--- src/rtl/dmt_pkg.sv ---
package dmt_pkg;

  // Mutually exclusive count-update strobes from control to datapath.
  typedef struct packed {
    logic loadReload;   // enable rising edge
    logic loadWrite;    // software count write
    logic loadNew;      // reload write starting a zero-reload channel
    logic step;         // one count step
  } dmtStrobe_t;

  // Comparison results from datapath to control.
  typedef struct packed {
    logic cntIsZero;
    logic nextIsZero;
    logic nextHitsMatch;
    logic anyMatchZero;
    logic startOnReload;
  } dmtStatus_t;

endpackage

--- src/rtl/dmt_ctrl.sv ---
module dmt_ctrl
  import dmt_pkg::*;
(
  input  logic       clk,
  input  logic       rstN,
  input  logic       usTick,
  input  logic       chEnable,
  input  logic       extClkSel,
  input  logic       ovfIrqEn,
  input  logic       cntWrEn,
  input  logic       reloadWrEn,
  input  dmtStatus_t status,
  output dmtStrobe_t strobe,
  output logic       enQ,
  output logic       irq
);

  logic running;
  logic riseEn;
  logic tickOk;
  logic reloadStart;
  logic eventHit;
  logic irqQ;

  assign running     = chEnable & enQ;
  assign riseEn      = chEnable & ~enQ;
  assign tickOk      = extClkSel ? usTick : 1'b1;
  assign reloadStart = reloadWrEn & status.startOnReload;

  always_comb begin
    strobe.loadReload = riseEn;
    strobe.loadWrite  = running & cntWrEn;
    strobe.loadNew    = running & ~cntWrEn & reloadStart;
    strobe.step       = running & ~cntWrEn & ~reloadStart & tickOk;
  end

  // A wrap step from zero never qualifies; a step into zero is gated.
  always_comb begin
    eventHit = 1'b0;
    if (strobe.step && !status.cntIsZero) begin
      if (status.nextIsZero)
        eventHit = ovfIrqEn | status.anyMatchZero;
      else
        eventHit = status.nextHitsMatch;
    end
  end

  always_ff @(posedge clk) begin
    if (!rstN) begin
      enQ  <= 1'b0;
      irqQ <= 1'b0;
    end else begin
      enQ  <= chEnable;
      irqQ <= irqQ ^ eventHit;
    end
  end

  assign irq = irqQ;


  strobe_exclusive_chk: assert property (@(posedge clk) disable iff (!rstN)
    $onehot0({strobe.loadReload, strobe.loadWrite, strobe.loadNew, strobe.step}));


  irq_needs_step_chk: assert property (@(posedge clk) disable iff (!rstN)
    !$stable(irqQ) |-> $past(strobe.step));


  irq_hold_disabled_chk: assert property (@(posedge clk) disable iff (!rstN)
    !chEnable |=> $stable(irqQ));


  wrap_no_event_chk: assert property (@(posedge clk) disable iff (!rstN)
    (strobe.step && status.cntIsZero) |=> $stable(irqQ));

endmodule

--- src/rtl/dmt_datapath.sv ---
module dmt_datapath
  import dmt_pkg::*;
#(
  parameter int CNT_W     = 32,
  parameter int NUM_MATCH = 2,
  localparam int SEL_W    = $clog2(NUM_MATCH + 2)
) (
  input  logic                 clk,
  input  logic                 rstN,
  input  logic                 chEnable,
  input  logic                 enQ,
  input  dmtStrobe_t           strobe,
  input  logic                 reloadWrEn,
  input  logic [NUM_MATCH-1:0] matchWrEn,
  input  logic [CNT_W-1:0]     wrData,
  input  logic [SEL_W-1:0]     rdSel,
  output dmtStatus_t           status,
  output logic [CNT_W-1:0]     countOut,
  output logic [CNT_W-1:0]     rdData
);

  logic [CNT_W-1:0]     cntQ;
  logic [CNT_W-1:0]     reloadQ;
  logic [CNT_W-1:0]     nextVal;
  logic [CNT_W-1:0]     matchQ [NUM_MATCH];
  logic [NUM_MATCH-1:0] hitVec;
  logic [NUM_MATCH-1:0] zeroVec;

  assign nextVal = cntQ - CNT_W'(1);

  for (genvar i = 0; i < NUM_MATCH; i++) begin : g_match
    always_ff @(posedge clk) begin
      if (!rstN)
        matchQ[i] <= '0;
      else if (matchWrEn[i])
        matchQ[i] <= wrData;
    end
    assign hitVec[i]  = (nextVal == matchQ[i]);
    assign zeroVec[i] = (matchQ[i] == '0);
  end

  always_comb begin
    status.cntIsZero     = (cntQ == '0);
    status.nextIsZero    = (cntQ == CNT_W'(1));
    status.nextHitsMatch = |hitVec;
    status.anyMatchZero  = |zeroVec;
    status.startOnReload = (reloadQ == '0) && (wrData != '0);
  end

  always_ff @(posedge clk) begin
    if (!rstN) begin
      cntQ    <= '0;
      reloadQ <= '0;
    end else begin
      if (reloadWrEn)
        reloadQ <= wrData;
      if (strobe.loadReload)
        cntQ <= reloadQ;
      else if (strobe.loadWrite || strobe.loadNew)
        cntQ <= wrData;
      else if (strobe.step)
        cntQ <= status.cntIsZero ? reloadQ : nextVal;
    end
  end

  assign countOut = enQ ? cntQ : reloadQ;

  always_comb begin
    rdData = '0;
    if (rdSel == SEL_W'(0))
      rdData = countOut;
    else if (rdSel == SEL_W'(1))
      rdData = reloadQ;
    else begin
      for (int k = 0; k < NUM_MATCH; k++)
        if (rdSel == SEL_W'(k + 2))
          rdData = matchQ[k];
    end
  end


  count_hold_disabled_chk: assert property (@(posedge clk) disable iff (!rstN)
    !chEnable |=> $stable(cntQ));


  step_decrement_chk: assert property (@(posedge clk) disable iff (!rstN)
    (strobe.step && cntQ != '0) |=> (cntQ == $past(cntQ) - CNT_W'(1)));


  wrap_reload_chk: assert property (@(posedge clk) disable iff (!rstN)
    (strobe.step && cntQ == '0 && !reloadWrEn) |=> (cntQ == $past(reloadQ)));


  enable_load_chk: assert property (@(posedge clk) disable iff (!rstN)
    (chEnable && !enQ && !reloadWrEn) |=> (countOut == $past(reloadQ)));

endmodule

--- src/rtl/dual_match_timer.sv ---
module dual_match_timer
  import dmt_pkg::*;
#(
  parameter int CNT_W     = 32,
  parameter int NUM_MATCH = 2,
  localparam int SEL_W    = $clog2(NUM_MATCH + 2)
) (
  input  logic                 clk,
  input  logic                 rstN,
  input  logic                 usTick,
  input  logic                 chEnable,
  input  logic                 extClkSel,
  input  logic                 ovfIrqEn,
  input  logic                 cntWrEn,
  input  logic                 reloadWrEn,
  input  logic [NUM_MATCH-1:0] matchWrEn,
  input  logic [CNT_W-1:0]     wrData,
  input  logic [SEL_W-1:0]     rdSel,
  output logic [CNT_W-1:0]     count,
  output logic [CNT_W-1:0]     rdData,
  output logic                 irq
);

  dmtStrobe_t strobe;
  dmtStatus_t status;
  logic       enQ;

  dmt_ctrl u_ctrl (
    .clk        (clk),
    .rstN       (rstN),
    .usTick     (usTick),
    .chEnable   (chEnable),
    .extClkSel  (extClkSel),
    .ovfIrqEn   (ovfIrqEn),
    .cntWrEn    (cntWrEn),
    .reloadWrEn (reloadWrEn),
    .status     (status),
    .strobe     (strobe),
    .enQ        (enQ),
    .irq        (irq)
  );

  dmt_datapath #(
    .CNT_W     (CNT_W),
    .NUM_MATCH (NUM_MATCH)
  ) u_dp (
    .clk        (clk),
    .rstN       (rstN),
    .chEnable   (chEnable),
    .enQ        (enQ),
    .strobe     (strobe),
    .reloadWrEn (reloadWrEn),
    .matchWrEn  (matchWrEn),
    .wrData     (wrData),
    .rdSel      (rdSel),
    .status     (status),
    .countOut   (count),
    .rdData     (rdData)
  );

endmodule

--- config.mk ---
export PLATFORM = sky130hd
export DESIGN_NAME = dual_match_timer
export DESIGN_NICKNAME = d
export VERILOG_FILES = /design/src/rtl/dmt_pkg.sv /design/src/rtl/dmt_ctrl.sv /design/src/rtl/dmt_datapath.sv /design/src/rtl/dual_match_timer.sv
export SDC_FILE = /design/constraint.sdc
export NUM_CORES = 1
export LEC_CHECK = 0
export ABC_AREA = 1
export BUFFER_PORTS_ARGS = -buffer_cell sky130_fd_sc_hd__buf_2
export CAP_MARGIN = 0
export CELL_PAD_IN_SITES_DETAIL_PLACEMENT = 1
export CELL_PAD_IN_SITES_GLOBAL_PLACEMENT = 2
export CORE_MARGIN = 2
export CORE_UTILIZATION = 33
export DETAILED_ROUTE_END_ITERATION = 7
export PLACE_DENSITY_LB_ADDON = 0.15
export SLEW_MARGIN = 20
export SYNTH_ARGS = -nofsm -noshare
export SYNTH_HDL_FRONTEND = slang
export SYNTH_HIERARCHICAL = 1
export SYNTH_SLANG_ARGS = --single-unit
--- constraint.sdc ---
create_clock -name clk -period 2.55 [get_ports clk]
set_input_delay 0.3825 -clock clk [delete_from_list [all_inputs] [get_ports clk]]
set_output_delay 0.3825 -clock clk [all_outputs]
set_load 0.005 [all_outputs]
### Yosys cells after proc, flatten, opt, wreduce, memory -nomap -nowiden

Memories as Yosys holds them, arrays and structs flattened.
Index checks and enable logic that the tools add are counted.
Widths: inputs -> output; s select.

* ROM bits: 0
* output and inout bits: 65
* bits in latches: 0
* memories: 1
* bits in writable memories: 64
* bits in registers: 66

Memories
* u_dp.matchQ: words 2, width 32, read ports 2, clocked after memory_dff 0, write ports 2, line dmt_datapath.sv:25 `logic [CNT_W-1:0] matchQ [NUM_MATCH];`

* bitwise gates (word level): 15
* multiply operators: 0
* multiplexer cells: 21
* eq/ne operators: 6
* add/subtract/negate cells: 1
* reduce and logical (&&, ||, !) cells: 13
* shifts and indexed selects: 0
* div/mod/pow operators: 0
* $lt $le $gt $ge: 0

Operators with widths (number)
* $mux 32: 11
* $logic_not 32->1: 4
* $eq 32x32->1: 2
* $eq 32x1->1 const B: 1
* $reduce_bool 32->1: 1
* $sub 32x1->32 const B: 1
* $mux 1: 10
* $and 1x1->1: 8
* $eq 2x2->1 const B: 2
* $reduce_or 2->1: 2
* $not 1->1: 3
* $or 1x1->1: 3
* $reduce_bool 3->1: 1
* $eq 2x1->1 const B: 1
* $logic_and 1x1->1: 2
* $logic_not 2->1: 1
* $logic_not 1->1: 1
* $logic_or 1x1->1: 1
* $xor 1x1->1: 1

### Logic depth before layout (Yosys ltp)

* depth after elaboration: 9
* mapped depth: 23

### By module

Netlist, hierarchy kept.

By module, submodules not included
* dmt_datapath: instances 1, seq. area each 3203.1 µm², cells an instance 1363, area each 8996.1 µm²
* dmt_ctrl: instances 1, seq. area each 40.0 µm², cells an instance 27, area each 168.9 µm²

### Worst setup path before layout

OpenSTA, ideal clock, no wires.

* path kind: input to register
* start point: in wrData[22]
* end point: reg u_dp.cntQ[15]
* path buffers: 2
* slack: 0.184 ns
* setup time: 0.070 ns
* data arrival time: 2.296 ns
* stages on the path: 15
* data required time: 2.480 ns
* path through: inv_1 -> nand4_1 -> nor4_1 -> a311oi_1 -> nand2_1 -> nor2_1 -> nor2_1 -> inv_1 -> nor2_1 -> nand2_1 -> clkbuf_1 -> buf_2 -> o22ai_1 -> inv_1 -> a21oi_1

RTL lines
* start: declaration: line dual_match_timer.sv:17 `input logic [CNT_W-1:0] wrData,`
* end signal: assignment: line dmt_datapath.sv:58 `cntQ <= reloadQ;`
* end signal: assignment: line dmt_datapath.sv:60 `cntQ <= wrData;`
* end signal: assignment: line dmt_datapath.sv:62 `cntQ <= status.cntIsZero ? reloadQ : nextVal;`
* end: declaration: line dmt_datapath.sv:22 `logic [CNT_W-1:0] cntQ;`

==> impl_metrics.json <==
{
  "crit_fanout": 11,
  "worstPathArrival_ns": 2.98,
  "dpl.cell_count": 2054,
  "min_period_over_period_pct": 103,
  "dpl.hpwl_um": 34700,
  "die_h_um": 171,
  "critPathKind": "reg -> reg",
  "wl_per_cell_um": 22.5,
  "drive_above_1_share_pct": 29.2,
  "hold_slack_ns": 0.174,
  "seq_area_frac_synth_pct": 35.4,
  "final.setup.tns_ns": -1.13,
  "layoutNonFillerInstCount": 2102,
  "cts_hold_buffers": 0,
  "initialDrtViolationCount": 923,
  "hold_violations": 0,
  "nFillCells": 3596,
  "wirelength_um": 47200,
  "num_vias": 11400,
  "port_buffers": 108,
  "power.leakage_nw": 6.07,
  "clockBufferDepth": 2,
  "worst_pin_slew_ns": 1.16,
  "place_congestion": 0.942,
  "ys_ff_latch": 130,
  "clk_pin_slew_worst_paths_ns": 0.07,
  "slew_headroom_pct": 22.5,
  "ir_drop_mv": 0.336,
  "design.core.area_sq_mm": 0.0276,
  "finalInstanceArea_sq_mm": 0.0129,
  "syn-cell-area_sq_mm": 0.00917,
  "vias_per_cell": 5.41,
  "row_count": 61,
  "layout_setup_ws_ns": -0.0891,
  "clock_latency_ns": 0.43,
  "antenna_found_initial": 1,
  "grt_pass1_wl_um": 69600,
  "drcViolationCount": 0,
  "grt_pass1_vias": 11400,
  "status": "complete, but fails checks",
  "postRouteAntennaNets": 0,
  "utilization_pct": 46.7,
  "cp_data_required_time_ns": 2.89,
  "h-tree-depth": 4,
  "rsz0062_at_grt": "true",
  "power_mw": 8.27,
  "cts_buffers": 17,
  "period_minus_slack_ns": 2.64,
  "placed_cell_area_sq_mm": 0.0117,
  "synthTopCellsByArea": "edfxtp_1 (21%), dfxtp_1 (14%), nand2_1 (13%)",
  "grt_usage_pct": 32.4,
  "violations": "negative setup slack",
  "cts_tree": "yes",
  "yosys_warnings": 6,
  "fmax_mhz": 379,
  "min_path_type": "in -> reg",
  "p_per_area_mw_per_mm2": 643,
  "syn-num-nets": 1436,
  "start_kind": "register",
  "die_area_sq_mm": 0.0291,
  "netlist_instances": 1390,
  "synth_cell_types": 43,
  "n_antenna_cell": 0,
  "netlist.area_leader.share_pct": 21.0,
  "final_net_count": 1757,
  "maxSlewViolCount": 0,
  "crit_path_end_kind": "register",
  "pin_count": 109,
  "synth_area_per_cell_sq_um": 6.59,
  "clock_skew_ns": 0.0164,
  "grt_max_degree": 64,
  "clock-root-buffer": "clkbuf_16",
  "dr.pass1.iters": 5,
  "synthToLayoutAreaGrowth_pct": 40.4,
  "finalSetupViolations": 30,
  "gr-total-overflow": 0,
  "die_width_um": 171,
  "cts.sinks": 130,
  "yosys.area.top_type": "edfxtp_1",
  "start_util_pct": 33.3,
  "post-place-ws_ns": -0.327,
  "cap_violations": 0
}
[metal layers]
| layer | wire length, um | track usage (%) | up-vias | share of wire, % |
|---|---|---|---|---|
| met4 | 1220 | 10.4 | 0 | 2.6 |
| met3 | 3230 | 4.81 | 73 | 6.8 |
| met2 | 21400 | 51.7 | 452 | 45 |
| met1 | 21300 | 45.0 | 5556 | 45 |
| met5 | 0 | 0 | - | 0 |
| li1 | - | - | 5293 | - |
[critical path, stage by stage, from the launching register on]
cell and delay, ns:
dfxtp_2 0.35, nor4_4 0.27, buf_4 0.18, nand4_1 0.26
a311oi_1 0.33, nand2_1 0.12, nor2_2 0.14, nor2_4 0.07
inv_2 0.09, buf_6 0.23, a21oi_1 0.07, o21ai_1 0.12
o211ai_1 0.11, a31oi_1 0.18
[power breakdown]
group	internal, mW	total, mW	switching, mW	leakage, nW
clock	1.64	2.71	1.07	0.293
combinational	1.22	3.01	1.79	4.54
sequential	2.36	2.55	0.185	1.24
[synthesized netlist by cell type (all sizes together)]
| master | count |
|---|---|
| edfxtp | 64 |
| clkbuf | 47 |
| o41ai | 1 |
| o2111ai | 14 |
| dfxtp | 66 |
| nand3 | 83 |
| a311oi | 1 |
| nand2 | 340 |
| o221ai | 18 |
| nand3b | 3 |
| a31oi | 6 |
| o21bai | 1 |
| a221oi | 2 |
| or2 | 2 |
| xor2 | 14 |
| nor4 | 18 |
| nor4b | 1 |
| buf | 10 |
| a21oi | 110 |
| clkinv | 3 |
| inv | 207 |
| nor2 | 180 |
| nand4 | 27 |
| nor3 | 2 |
| o211ai | 13 |
| o22ai | 32 |
| a22oi | 1 |
| ha | 2 |
| o21ai | 122 |
[flip-flops by register name (all words and copies together) (netlist names)]
signal / cells
u_dp/matchQ: 64
u_ctrl/enQ: 1
u_ctrl/irq: 1
u_dp/cntQ: 32
u_dp/reloadQ: 32
[path summary, 6_finish.rpt]
kind                              endpoint                         start  slack (ns)  cells after the start
max              u_dp/cntQ[8]$_SDFFE_PN0P_  u_dp/reloadQ[3]$_SDFFE_PN0P_       -0.09                     13
min          u_dp/reloadQ[31]$_SDFFE_PN0P_                    reloadWrEn        0.17                      2
max reg2reg      u_dp/cntQ[8]$_SDFFE_PN0P_  u_dp/reloadQ[3]$_SDFFE_PN0P_       -0.09                     13
min reg2reg     u_dp/cntQ[27]$_SDFFE_PN0P_    u_dp/cntQ[27]$_SDFFE_PN0P_        0.56                      2
[logic make-up after synthesis]
logic type / share of synthesized area [%]
flops: 35.4
simple gates: 31.5
xor+xnor: 1.42
fa+ha+maj: 0.273
compound gates: 20.1
buf+inv: 11.3
[what timing repair did]
item	CTS	global route
resized for setup	58	48
buffers inserted	10	6
endpoints found under the setup margin	33	33
pin swaps	21	28
[cell type report]
class / count / area, sq um / area share, %
Clock buffer: 19 / 433 / 3.37
Clock inverter: 13 / 188 / 1.46
Tap cell: 378 / 473 / 3.68
Multi-Input combinational cell: 993 / 5210 / 40.5
Inverter: 210 / 792 / 6.16
Sequential cell: 130 / 3260 / 25.3
Timing Repair Buffer: 359 / 2510 / 19.5
[layout by cell type, fill, tap and decap left out, drive strengths merged]
| cell type | synthesis | routed |
|---|---|---|
| buf | 10 | 359 |
| nand2 | 340 | 340 |
| inv | 207 | 207 |
| nor2 | 180 | 180 |
| o21ai | 122 | 122 |
| a21oi | 110 | 110 |
| nand3 | 83 | 83 |
| dfxtp | 66 | 66 |
| edfxtp | 64 | 64 |
| o22ai | 32 | 32 |
| nand4 | 27 | 27 |
| clkbuf | 47 | 19 |
| o221ai | 18 | 18 |
| nor4 | 18 | 18 |
| o2111ai | 14 | 14 |
| xor2 | 14 | 14 |
| o211ai | 13 | 13 |
| clkinv | 3 | 9 |
| a31oi | 6 | 6 |
| bufinv | 0 | 4 |
| clkinvlp | 0 | 3 |
| nand3b | 3 | 3 |
| a221oi | 2 | 2 |
| nor3 | 2 | 2 |
| or2 | 2 | 2 |
| ha | 2 | 2 |
| a22oi | 1 | 1 |
| o21bai | 1 | 1 |
| o41ai | 1 | 1 |
| a311oi | 1 | 1 |
| nor4b | 1 | 1 |
Note: power is estimated with default switching activity, not from simulation.
